$ cat src/rtl/pal_mc_pkg.sv
package pal_mc_pkg;

   typedef enum logic [1:0] {
      MODE_REG     = 2'd0,
      MODE_COMB_OUT = 2'd1,
      MODE_COMB_IO = 2'd2,
      MODE_DED_IN  = 2'd3
   } mode_e;

   typedef enum logic [1:0] {
      EN_FROM_PIN  = 2'd0,
      EN_ALWAYS    = 2'd1,
      EN_FROM_TERM = 2'd2,
      EN_NEVER     = 2'd3
   } en_sel_e;

   typedef struct packed {
      logic    sum_skip_term;
      logic    data_from_reg;
      en_sel_e en_sel;
      logic    fb_from_reg;
   } mux_sel_t;

   function automatic mode_e decode_mode(input logic seq, input logic wide, input logic sel);
      mode_e m;
      unique case ({seq, wide, sel})
         3'b100:  m = MODE_REG;
         3'b101:  m = MODE_COMB_IO;
         3'b010:  m = MODE_COMB_IO;
         3'b000:  m = MODE_COMB_OUT;
         default: m = MODE_DED_IN;
      endcase
      return m;
   endfunction

endpackage

$ cat src/rtl/pal_mc_decode.sv
module pal_mc_decode
   import pal_mc_pkg::*;
(
   input  logic     glb_seq_i,
   input  logic     glb_wide_i,
   input  logic     cell_sel_i,
   output mode_e    mode_o,
   output mux_sel_t sel_o
);

   mode_e mode_w;

   assign mode_w = decode_mode(glb_seq_i, glb_wide_i, cell_sel_i);
   assign mode_o = mode_w;

   always_comb begin
      sel_o = '{sum_skip_term: 1'b0, data_from_reg: 1'b0,
                en_sel: EN_NEVER, fb_from_reg: 1'b0};
      unique case (mode_w)
         MODE_REG: begin
            sel_o.data_from_reg = 1'b1;
            sel_o.en_sel        = EN_FROM_PIN;
            sel_o.fb_from_reg   = 1'b1;
         end
         MODE_COMB_OUT: begin
            sel_o.en_sel = EN_ALWAYS;
         end
         MODE_COMB_IO: begin
            sel_o.sum_skip_term = 1'b1;
            sel_o.en_sel        = EN_FROM_TERM;
         end
         default: begin
            sel_o.en_sel = EN_NEVER;
         end
      endcase
   end

endmodule

$ cat src/rtl/pal_mc_sum.sv
module pal_mc_sum #(
   parameter int NUM_PT  = 8,
   parameter int OE_IDX  = 0,
   parameter bit TREE_OR = 1'b0
) (
   input  logic [NUM_PT-1:0] pt_i,
   input  logic              skip_term_i,
   output logic              sum_o,
   output logic              oe_term_o
);

   localparam int HALF = NUM_PT / 2;

   logic [NUM_PT-1:0] keep_mask;
   logic [NUM_PT-1:0] gated;

   for (genvar g = 0; g < NUM_PT; g++) begin : g_mask
      if (g == OE_IDX) begin : g_oe
         assign keep_mask[g] = ~skip_term_i;
      end else begin : g_data
         assign keep_mask[g] = 1'b1;
      end
   end

   assign gated     = pt_i & keep_mask;
   assign oe_term_o = pt_i[OE_IDX];

   if (TREE_OR) begin : g_tree
      logic lo_or, hi_or;
      assign lo_or = |gated[HALF-1:0];
      assign hi_or = |gated[NUM_PT-1:HALF];
      assign sum_o = lo_or | hi_or;
   end else begin : g_flat
      assign sum_o = |gated;
   end

endmodule

$ cat src/rtl/pal_mc_reg.sv
module pal_mc_reg (
   input  logic clk_i,
   input  logic por_ni,
   input  logic d_i,
   input  logic preload_en_i,
   input  logic preload_val_i,
   output logic q_o
);

   always_ff @(posedge clk_i or negedge por_ni) begin
      if (!por_ni) begin
         q_o <= 1'b0;
      end else if (preload_en_i) begin
         q_o <= preload_val_i;
      end else begin
         q_o <= d_i;
      end
   end

endmodule

$ cat src/rtl/pal_mc_route.sv
module pal_mc_route
   import pal_mc_pkg::*;
(
   input  mux_sel_t sel_i,
   input  logic     comb_i,
   input  logic     q_i,
   input  logic     oe_term_i,
   input  logic     oe_n_i,
   input  logic     pin_i,
   output logic     pad_o,
   output logic     pad_oe_o,
   output logic     fb_o
);

   logic en_w;

   always_comb begin
      unique case (sel_i.en_sel)
         EN_FROM_PIN:  en_w = ~oe_n_i;
         EN_ALWAYS:    en_w = 1'b1;
         EN_FROM_TERM: en_w = oe_term_i;
         default:      en_w = 1'b0;
      endcase
   end

   assign pad_oe_o = en_w;

   always_comb begin
      if (sel_i.en_sel == EN_NEVER) begin
         pad_o = 1'b0;
      end else if (sel_i.data_from_reg) begin
         pad_o = q_i;
      end else begin
         pad_o = comb_i;
      end
   end

   assign fb_o = sel_i.fb_from_reg ? q_i : pin_i;

endmodule

$ cat src/rtl/pal_macrocell.sv
module pal_macrocell
   import pal_mc_pkg::*;
#(
   parameter int NUM_PT  = 8,
   parameter int OE_IDX  = 0,
   parameter bit TREE_OR = 1'b0
) (
   input  logic              clk_i,
   input  logic              por_ni,
   input  logic              glb_seq_i,
   input  logic              glb_wide_i,
   input  logic              cell_sel_i,
   input  logic              pol_i,
   input  logic [NUM_PT-1:0] pt_i,
   input  logic              oe_n_i,
   input  logic              pin_i,
   input  logic              preload_en_i,
   input  logic              preload_val_i,
   output logic              pad_o,
   output logic              pad_oe_o,
   output logic              fb_o
);

   if (NUM_PT < 2) begin : g_bad_num
      $error("pal_macrocell: NUM_PT must be at least 2");
   end
   if (OE_IDX < 0 || OE_IDX >= NUM_PT) begin : g_bad_idx
      $error("pal_macrocell: OE_IDX out of range");
   end

   mode_e    cell_mode;
   mux_sel_t sel;
   logic     full_sum, io_sum, sum_sel, oe_term, oe_term_unused;
   logic     reg_d, reg_q, comb_val;

   pal_mc_decode u_decode (
      .glb_seq_i  (glb_seq_i),
      .glb_wide_i (glb_wide_i),
      .cell_sel_i (cell_sel_i),
      .mode_o     (cell_mode),
      .sel_o      (sel)
   );

   // Full sum feeds the flip-flop; selected sum feeds the combinational path.
   pal_mc_sum #(.NUM_PT(NUM_PT), .OE_IDX(OE_IDX), .TREE_OR(TREE_OR)) u_sum_full (
      .pt_i        (pt_i),
      .skip_term_i (1'b0),
      .sum_o       (full_sum),
      .oe_term_o   (oe_term_unused)
   );

   pal_mc_sum #(.NUM_PT(NUM_PT), .OE_IDX(OE_IDX), .TREE_OR(TREE_OR)) u_sum_io (
      .pt_i        (pt_i),
      .skip_term_i (1'b1),
      .sum_o       (io_sum),
      .oe_term_o   (oe_term)
   );

   assign sum_sel  = sel.sum_skip_term ? io_sum : full_sum;
   assign comb_val = sum_sel ^ pol_i;
   assign reg_d    = full_sum ^ pol_i;

   pal_mc_reg u_reg (
      .clk_i         (clk_i),
      .por_ni        (por_ni),
      .d_i           (reg_d),
      .preload_en_i  (preload_en_i),
      .preload_val_i (preload_val_i),
      .q_o           (reg_q)
   );

   pal_mc_route u_route (
      .sel_i     (sel),
      .comb_i    (comb_val),
      .q_i       (reg_q),
      .oe_term_i (oe_term),
      .oe_n_i    (oe_n_i),
      .pin_i     (pin_i),
      .pad_o     (pad_o),
      .pad_oe_o  (pad_oe_o),
      .fb_o      (fb_o)
   );

endmodule

$ cat config.mk
export PLATFORM = sky130hd
export DESIGN_NAME = pal_macrocell
export DESIGN_NICKNAME = d
export VERILOG_FILES = /design/src/rtl/pal_mc_pkg.sv /design/src/rtl/pal_mc_decode.sv /design/src/rtl/pal_mc_sum.sv /design/src/rtl/pal_mc_reg.sv /design/src/rtl/pal_mc_route.sv /design/src/rtl/pal_macrocell.sv
export SDC_FILE = /design/constraint.sdc
export NUM_CORES = 1
export LEC_CHECK = 0
export ABC_AREA = 1
export BUFFER_PORTS_ARGS = -buffer_cell sky130_fd_sc_hd__buf_4
export CORE_AREA = 2 2 39 41
export CTS_BUF_LIST = sky130_fd_sc_hd__clkbuf_4 sky130_fd_sc_hd__clkbuf_8
export DETAILED_ROUTE_END_ITERATION = 12
export DIE_AREA = 0 0 41 43
export PLACE_DENSITY = 0.49
export SLEW_MARGIN = 20
export SYNTH_ARGS = -nofsm -noshare
export SYNTH_HDL_FRONTEND = slang
export SYNTH_HIERARCHICAL = 1
export SYNTH_SLANG_ARGS = --single-unit
$ cat constraint.sdc
create_clock -name clk_i -period 1.7 [get_ports clk_i]
set_clock_uncertainty 0.15 [all_clocks]
set_input_delay 0.255 -clock clk_i [delete_from_list [all_inputs] [get_ports clk_i]]
set_output_delay 0.255 -clock clk_i [all_outputs]
set_load 0.02 [all_outputs]
==> summary.md, run 1 <==
| Metric | Value |
|---|---|
| Avg Cell Area, Syn | 4.803 µm² |
| Post-route worst setup slack | 0.08982 ns |
| TritonRoute pass-1 iters | 4 |
| Met2 wire len | 370 µm |
| Crit Path Category | primary input to output port |
| First-pass GRT wire length | 966 µm |
| Placed Cells | 96 |
| Diode count | 0 |
| Post-Syn Instances | 62 |
| DR vias | 383 |
| Power Density | 266.3 mW/mm² |
| CP Capture Type | output port |
| Max cap viols | 0 |
| Slew Limit Fails | 0 |
| Fraction of layout cells with a size suffix above 1 | 0.4024 |
| Die W | 41 µm |
| Synth warnings | 6 |
| Metal1 wirelength | 280 µm |
| # rows | 14 |
| Largest register FFs | 1 |
| DRT Wirelength | 679 µm |
| Post-Route Setup TNS | 0 ns |
| Initial DRC Count | 5 |
| Reg with most FFs | u_reg/q_o |
| Antenna violations before repair | 0 |
| Power, Total | 132.3 µW |
| Fmax | 621.1 MHz |
| Clock Pin Slew Worst Setup and Hold Paths | 0 ns |
| Pre-CTS setup slack | -0.01122 ns |
| Worst EP arrival | 1.21 ns |
| Sequential share of power | 0.202 |
| CP dominant cell by count | nand2_1 |
| NetSw | 49.34 µW |
| Cell Int Power | 82.92 µW |
| Worst-path cell chain | buf_4, inv_2, nand3_2, a21oi_2, inv_1, nand2_1, nand3_1, nand2_1, nor2_1, nor2_2, buf_6 |
| Final Setup Violations | 0 |
| Status | completed |
| Syn nets | 80 |
| Design area | 496.7 µm² |
| Hold Path Origin | preload_val_i |
| Startpoint Class | primary input |
| Crit path from | glb_seq_i |
| Max FO, Critical Path | 3 |
| Comb power frac | 0.798 |
| Leak | 0.0003002 µW |
| Avg Vias per Cell | 3.908 |
| Vias in the first global route | 286 |
| Non-Filler Instances | 98 |
| Hold Crit Class | primary input to flop |
| Biggest regs | u_reg/q_o: 1 flops |
| CP Data Required Time | 1.29 ns |
| Total core area | 0.001384 mm² |
| Minimum clock period | 1.610 ns |
| Antenna-violating nets left | 0 |
| Met3 routed WL | 28 µm |
| Largest net degree at the start of global routing | 5 |
| Hold Crit Depth | 3 |
| Post-DP Area | 452.9 µm² |
| CP max stage delay | 0.18 ns |
| Final Net Count | 102 |
| Mapped Area | 297.8 µm² |
| Clock power share | 0 |
| Final RePlAce weighted congestion | 0.6759 |
| DRC viols | 0 |
| Die height | 43 µm |
| Final period utilization | 0.9472 |
| Avg WL per Cell | 6.929 µm |
| Num ports | 21 |
| Buffers on Ports | 20 |
| Sw frac | 0.3731 |
| Global route overflow | 0 |
| Worst path slowest cell | a21oi_2 |
| All-Layer GR Usage | 0.07107 |
| Area Growth Syn to Fin | 66.81% |
| Post-DP HPWL | 566 µm |
| Top Layer Used | met3 |
| Endpoints failing hold | 0 |
| Worst VDD drop | 101.5 µV |
| Die ar. | 0.001763 mm² |
| Initial Util | 0.2152 |
## path summary, 6_finish.rpt
path	to	slack (ns)
max	pad_o	0.09
min	u_reg/q_o$_DFF_PN0_	0.31
max in group asynchronous	u_reg/q_o$_DFF_PN0_	0.88
min in group asynchronous	u_reg/q_o$_DFF_PN0_	0.44
## what timing repair did
item                                    CTS  global route
endpoints found under the setup margin    1             1
gates resized for setup                   1             8
hold buffers                              1             0
buffers inserted                          0             1
endpoints found under the hold margin     1             0
gates cloned                              0             0
pin swaps                                 0             9
## layout make-up
cell class,count,area [µm²]
inverters,14,52.55
multi-input cells,44,209.0
well taps,16,20.02
flip-flops and latches,1,25.02
repair buffers,23,190.2
fillers,164,887.1
## per-stage QoR
step,utilization,hold slack [ns]
2_1_floorplan,-,-0.1906
3_3_place_gp,0.3273,-0.1194
3_5_place_dp,0.3273,-0.1178
4_1_cts,0.3373,0.3106
5_1_grt,0.3590,0.3392
6_report,0.3590,0.3056
## routing by layer
metal / track usage / up-vias
met2: 0.1281 / 7
met1: 0.09554 / 163
met5: 0 / -
met3: 0 / 0
met4: 0 / 0
li1: - / 213
## layout by cell type (no fill, tap or decap)
master / count
nand2_1: 18
and2_1: 1
a21oi_1: 1
buf_6: 4
nor2_1: 7
inv_2: 2
a21oi_2: 1
dfrtp_1: 1
buf_4: 18
nand2_2: 1
xor2_1: 1
nor2_2: 6
conb_1: 2
nand3_1: 3
nand3_2: 1
inv_1: 12
nor3_1: 2
dlygate4sd3_1: 1
## power by group through the flow
stage	logic [µW]	registers, µW	clock network [µW]
global placement	95.1	26.8	0
detailed placement	96.2	26.6	0
finish	106	26.7	0
floorplan	49.9	26.4	0
global route	117	26.9	0
CTS	99.5	26.6	0
## worst max-delay path: cells and delay by family
| kind | cells | cell delay (ns) |
|---|---|---|
| buffers and inverters | 4 | 0.35 |
| AND/OR/NAND/NOR | 6 | 0.41 |
| AO/OA/AOI/OAI | 1 | 0.18 |
No activity file was read; power rests on OpenSTA's default activity.
==> inputs of run 2 (changes only) <==
--- a/config.mk
+++ b/config.mk
@@ -5,13 +5,14 @@
 export SDC_FILE = /design/constraint.sdc
 export NUM_CORES = 1
 export LEC_CHECK = 0
-export ABC_AREA = 1
+export ABC_AREA = 0
 export BUFFER_PORTS_ARGS = -buffer_cell sky130_fd_sc_hd__buf_4
 export CORE_AREA = 2 2 39 41
 export CTS_BUF_LIST = sky130_fd_sc_hd__clkbuf_4 sky130_fd_sc_hd__clkbuf_8
 export DETAILED_ROUTE_END_ITERATION = 12
 export DIE_AREA = 0 0 41 43
-export PLACE_DENSITY = 0.49
+export GPL_ROUTABILITY_DRIVEN = 0
+export PLACE_DENSITY = 0.45
 export SLEW_MARGIN = 20
 export SYNTH_ARGS = -nofsm -noshare
 export SYNTH_HDL_FRONTEND = slang
==> run 2 against run 1 <==
Compared with the run above:
- the flow now finishes with violations (negative setup slack)
- sequential power increased by 1%
- global-route usage increased by 0.39 points
- largest cell class is now buffers
- fmax decreased by 10%
- critical path type unchanged
- synthesized area decreased by 14%
- hold slack improved by 0.033 ns
- critical path depth decreased by 3
- combinational power about the same
- power increased by 2.5%
- via count decreased by 26%
- cell area increased by 1.3%
- synthesized cell count decreased by 48%
==> summary.md, run 2 <==
| Metric | Value |
|---|---|
| Syn nets | 50 |
| Clock Pin Slew Worst Setup and Hold Paths | 0 ns |
| Avg Cell Area, Syn | 8.016 µm² |
| Largest register FFs | 1 |
| Mapped Area | 256.5 µm² |
| Initial Util | 0.1854 |
| Area Growth Syn to Fin | 96.10% |
| Max FO, Critical Path | 3 |
| Area of the multi-input gates | 222.7 µm² |
| Final Net Count | 75 |
| Initial DRC Count | 0 |
| Crit Path Category | primary input to output port |
| All-Layer GR Usage | 0.07500 |
| Worst path slowest cell | mux2i_1 |
| Max cap viols | 0 |
| Biggest regs | u_reg/q_o: 1 flops |
| Die ar. | 0.001763 mm² |
| Endpoints failing hold | 0 |
| Minimum clock period | 1.790 ns |
| Slew Limit Fails | 0 |
| Die height | 43 µm |
| WHS | 0.3389 ns |
| Most frequent cells in the layout | 17 x buf_4, 7 x buf_6 |
| TritonRoute pass-1 iters | 1 |
| # rows | 14 |
| Largest net degree at the start of global routing | 4 |
| Die W | 41 µm |
| Buffers on Ports | 20 |
| Fmax | 558.7 MHz |
| Avg WL per Cell | 8.746 µm |
| Placed Cells | 69 |
| Failing checks | negative setup slack |
| Most common cell after layout, fill and taps aside | buf_4 |
| Layout filler cell count | 157 |
| Num ports | 21 |
| Post-Syn Instances | 32 |
| Worst-path cell chain | buf_6, nor3b_2, a21o_1, mux2i_1, xnor2_1, mux2i_1, a21oi_2, buf_4 |
| DR vias | 284 |
| Final Setup Violations | 1 |
| Hold Crit Class | primary input to flop |
| Total core area | 0.001384 mm² |
| Antenna-violating nets left | 0 |
| DRT Wirelength | 621 µm |
| CP max stage delay | 0.21 ns |
| Startpoint Class | primary input |
| Reg with most FFs | u_reg/q_o |
| CP Data Required Time | 1.29 ns |
| Register area | 25.02 µm² |
| Worst VDD drop | 58.49 µV |
| Final period utilization | 1.053 |
| Worst EP arrival | 1.38 ns |
| CP dominant cell by count | mux2i_1 |
| Power Density | 269.6 mW/mm² |
| Global route overflow | 0 |
| Avg Vias per Cell | 4.000 |
| First-pass GRT wire length | 1.000 mm |
| Fraction of layout cells with a size suffix above 1 | 0.6182 |
| Post-route worst setup slack | -0.09000 ns |
| Post-DP HPWL | 499.5 µm |
| CP Capture Type | output port |
| Unrepaired setup endpoints after global routing | true |
| Leak | 0.0002278 µW |
| Vias in the first global route | 257 |
| Non-Filler Instances | 71 |
| Antenna violations before repair | 0 |
| Status | complete, but fails checks |
| Synth warnings | 6 |
| DRC viols | 0 |
| Diode count | 0 |
[run 2: area by class of cell]
| cell class | instances | area share |
|---|---|---|
| Inverter | 1 | 0.007463 |
| Multi-Input combinational cell | 27 | 0.4428 |
| Sequential cell | 1 | 0.04975 |
| Tap cell | 16 | 0.03980 |
| Timing Repair Buffer | 26 | 0.4602 |
[run 2: timing repair]
action | 4_1_cts | 5_1_grt
hold endpoints to repair | 1 | 0
hold buffers | 1 | 0
endpoints found under the setup margin | 2 | 2
gates resized for setup | 8 | 3
setup buffers | 0 | 1
pin swaps | 8 | 4
[run 2: critical path: cells and delay by family]
family / cells / cell delay, ns
compound gates: 2 / 0.24
xor+xnor: 1 / 0.13
buf+inv: 2 / 0.25
mux: 2 / 0.31
simple gates: 1 / 0.20
[run 2: final timing paths]
| kind | start | endpoint | slack, ns | cells past startpoint |
|---|---|---|---|---|
| worst max-delay path | glb_seq_i | pad_o | -0.09 | 8 |
| worst min-delay path | preload_val_i | u_reg/q_o$_DFF_PN0_ | 0.34 | 2 |
| max in group asynchronous | por_ni | u_reg/q_o$_DFF_PN0_ | 0.89 | 2 |
| min in group asynchronous | por_ni | u_reg/q_o$_DFF_PN0_ | 0.43 | 2 |
[run 2: layer usage]
layer | track usage | up-vias | share of wire
met2 | 0.1250 | 11 | 0.52
li1 | - | 151 | -
met5 | 0 | - | 0
met1 | 0.1111 | 122 | 0.40
met4 | 0 | 0 | 0
met3 | 0 | 0 | 0.077
[run 2: power breakdown]
| part | switching [µW] | internal (µW) |
|---|---|---|
| clock network | 0 | 0 |
| logic | 40.6 | 67.9 |
| registers | 0.931 | 26.1 |
[run 2: metrics by stage]
stage,total power [µW],cell area [µm²],worst slack (ns),utilization,TNS (ns)
after detailed placement,120.7,437.9,-0.1355,0.3165,-0.1832
final,135.6,503.0,-0.09000,0.3635,-0.09000
after CTS,130.8,479.2,-0.1150,0.3463,-0.1150
after floorplan,70.99,260.3,0.07535,-,0
after global placement,120.2,437.9,-0.1199,0.3165,-0.1608
after global routing,145.3,503.0,-0.2170,0.3635,-0.2170
==> inputs of run 3 (changes only) <==
--- a/config.mk
+++ b/config.mk
@@ -13,6 +13,7 @@
 export DIE_AREA = 0 0 41 43
 export GPL_ROUTABILITY_DRIVEN = 0
 export PLACE_DENSITY = 0.45
+export SKIP_CTS_REPAIR_TIMING = 1
 export SLEW_MARGIN = 20
 export SYNTH_ARGS = -nofsm -noshare
 export SYNTH_HDL_FRONTEND = slang
==> run 3 against run 2 <==
Compared with the run above:
- the run still ends with negative setup slack left
- sequential power barely moved
- core utilization fell by 0.090 points
- first-iteration DRC count rose by 2
- via count rose by 0.35%
- worst setup slack got worse by 0.034 ns
- final cell count did not move
- global-route usage fell by 0.60 points
- critical path type unchanged
- critical endpoint unchanged
- highest routed layer unchanged
==> summary.md, run 3 (synthesized netlist as in run 2, its figures left out) <==
| Metric | Value |
|---|---|
| Avg Vias per Cell | 4.014 |
| Clock Pin Slew Worst Setup and Hold Paths | 0 ns |
| Endpoints failing hold | 0 |
| Worst path slowest cell | nor3b_2 |
| Delay-heaviest family, CP | multiplexers |
| DR vias | 285 |
| CP Data Required Time | 1.29 ns |
| Die ar. | 0.001763 mm² |
| DRC viols | 0 |
| Fraction of layout cells with a size suffix above 1 | 0.6364 |
| Initial DRC Count | 2 |
| Fin util | 0.3626 |
| Crit Path Category | primary input to output port |
| Max cap viols | 0 |
| Worst-path cell chain | buf_4, nor3b_2, a21o_1, mux2i_1, xnor2_1, mux2i_1, a21oi_2, buf_4 |
| Max FO, Critical Path | 3 |
| Die height | 43 µm |
| Non-Filler Instances | 71 |
| Hold Crit Class | primary input to flop |
| Largest net degree at the start of global routing | 4 |
| DRT Wirelength | 636 µm |
| Post-Route Setup TNS | -0.1238 ns |
| Register area | 25.02 µm² |
| All-Layer GR Usage | 0.06900 |
| Worst path bufs/invs | 2 |
| Reg with most FFs | u_reg/q_o |
| Design area | 501.7 µm² |
| Startpoint Class | primary input |
| Worst EP arrival | 1.42 ns |
| Status | complete, but fails checks |
| Avg WL per Cell | 8.958 µm |
| Largest register FFs | 1 |
| Antenna violations before repair | 0 |
| Final Net Count | 75 |
| Power Density | 270.7 mW/mm² |
| Die W | 41 µm |
| Area Growth Syn to Fin | 95.61% |
| Cell count along the critical path | 8 |
| Final Setup Violations | 1 |
| Unrepaired setup endpoints after global routing | true |
| Post-route worst setup slack | -0.1238 ns |
| Biggest regs | u_reg/q_o: 1 flops |
| Area of the multi-input gates | 225.2 µm² |
| Post-DP HPWL | 499.5 µm |
| Post-DP Area | 437.9 µm² |
| CP Capture Type | output port |
| Minimum clock period | 1.824 ns |
| Crit path from | glb_seq_i |
| Leak | 0.0002268 µW |
| TritonRoute pass-1 iters | 2 |
| Slew Limit Fails | 0 |
| Placed Cells | 69 |
| Total core area | 0.001384 mm² |
| Worst VDD drop | 58.34 µV |
| Diode count | 0 |
| Vias in the first global route | 254 |
| Layout filler cell count | 159 |
| WHS | 0.3389 ns |
| Failing checks | negative setup slack |
| Initial Util | 0.1854 |
| Buffers on Ports | 20 |
| CP max stage delay | 0.21 ns |
| Crit path to | pad_o |
| Most common cell after layout, fill and taps aside | buf_4 |
| Num ports | 21 |
| Antenna-violating nets left | 0 |
| Fmax | 548.3 MHz |
| Final period utilization | 1.073 |
| First-pass GRT wire length | 938 µm |
| # rows | 14 |
| Most frequent cells in the layout | 18 x buf_4, 6 x buf_6 |
| Global route overflow | 0 |
run 3: worst min path at each step:
| stage | start | endpoint | slack [ns] | cells after the start |
|---|---|---|---|---|
| 6_report | preload_val_i | u_reg/q_o$_DFF_PN0_ | 0.34 | 2 |
| 3_5_place_dp | por_ni | u_reg/q_o$_DFF_PN0_ | -0.12 | 1 |
| 3_3_place_gp | por_ni | u_reg/q_o$_DFF_PN0_ | -0.12 | 1 |
| 5_1_grt | preload_val_i | u_reg/q_o$_DFF_PN0_ | 0.35 | 2 |
| 2_1_floorplan | por_ni | u_reg/q_o$_DFF_PN0_ | -0.19 | 0 |
| 4_1_cts | por_ni | u_reg/q_o$_DFF_PN0_ | -0.12 | 1 |
run 3: metal layers:
metal / track usage / vias to the layer above / part of all wire
met5: 0 / - / 0
met4: 0 / 0 / 0
met3: 0 / 0 / 0.085
met2: 0.1125 / 11 / 0.52
met1: 0.1048 / 123 / 0.39
li1: - / 151 / -
run 3: area by class of cell:
class                   count  share of cell area
multi-input cells          27              0.4489
well taps                  16             0.03990
flip-flops and latches      1             0.04988
inverters                   1            0.007481
repair buffers             26              0.4539
run 3: metrics by stage:
step	power [µW]	setup WS [ns]
after floorplan	70.99	0.07535
after global placement	120.2	-0.1199
after detailed placement	120.7	-0.1355
after CTS	121.0	-0.1354
after global routing	145.3	-0.2397
final	135.8	-0.1238
run 3: power breakdown:
group	switching (µW)	total, µW	internal, µW
clock	0	0	0
sequential	0.931	27.1	26.1
combinational	41.1	109	67.6
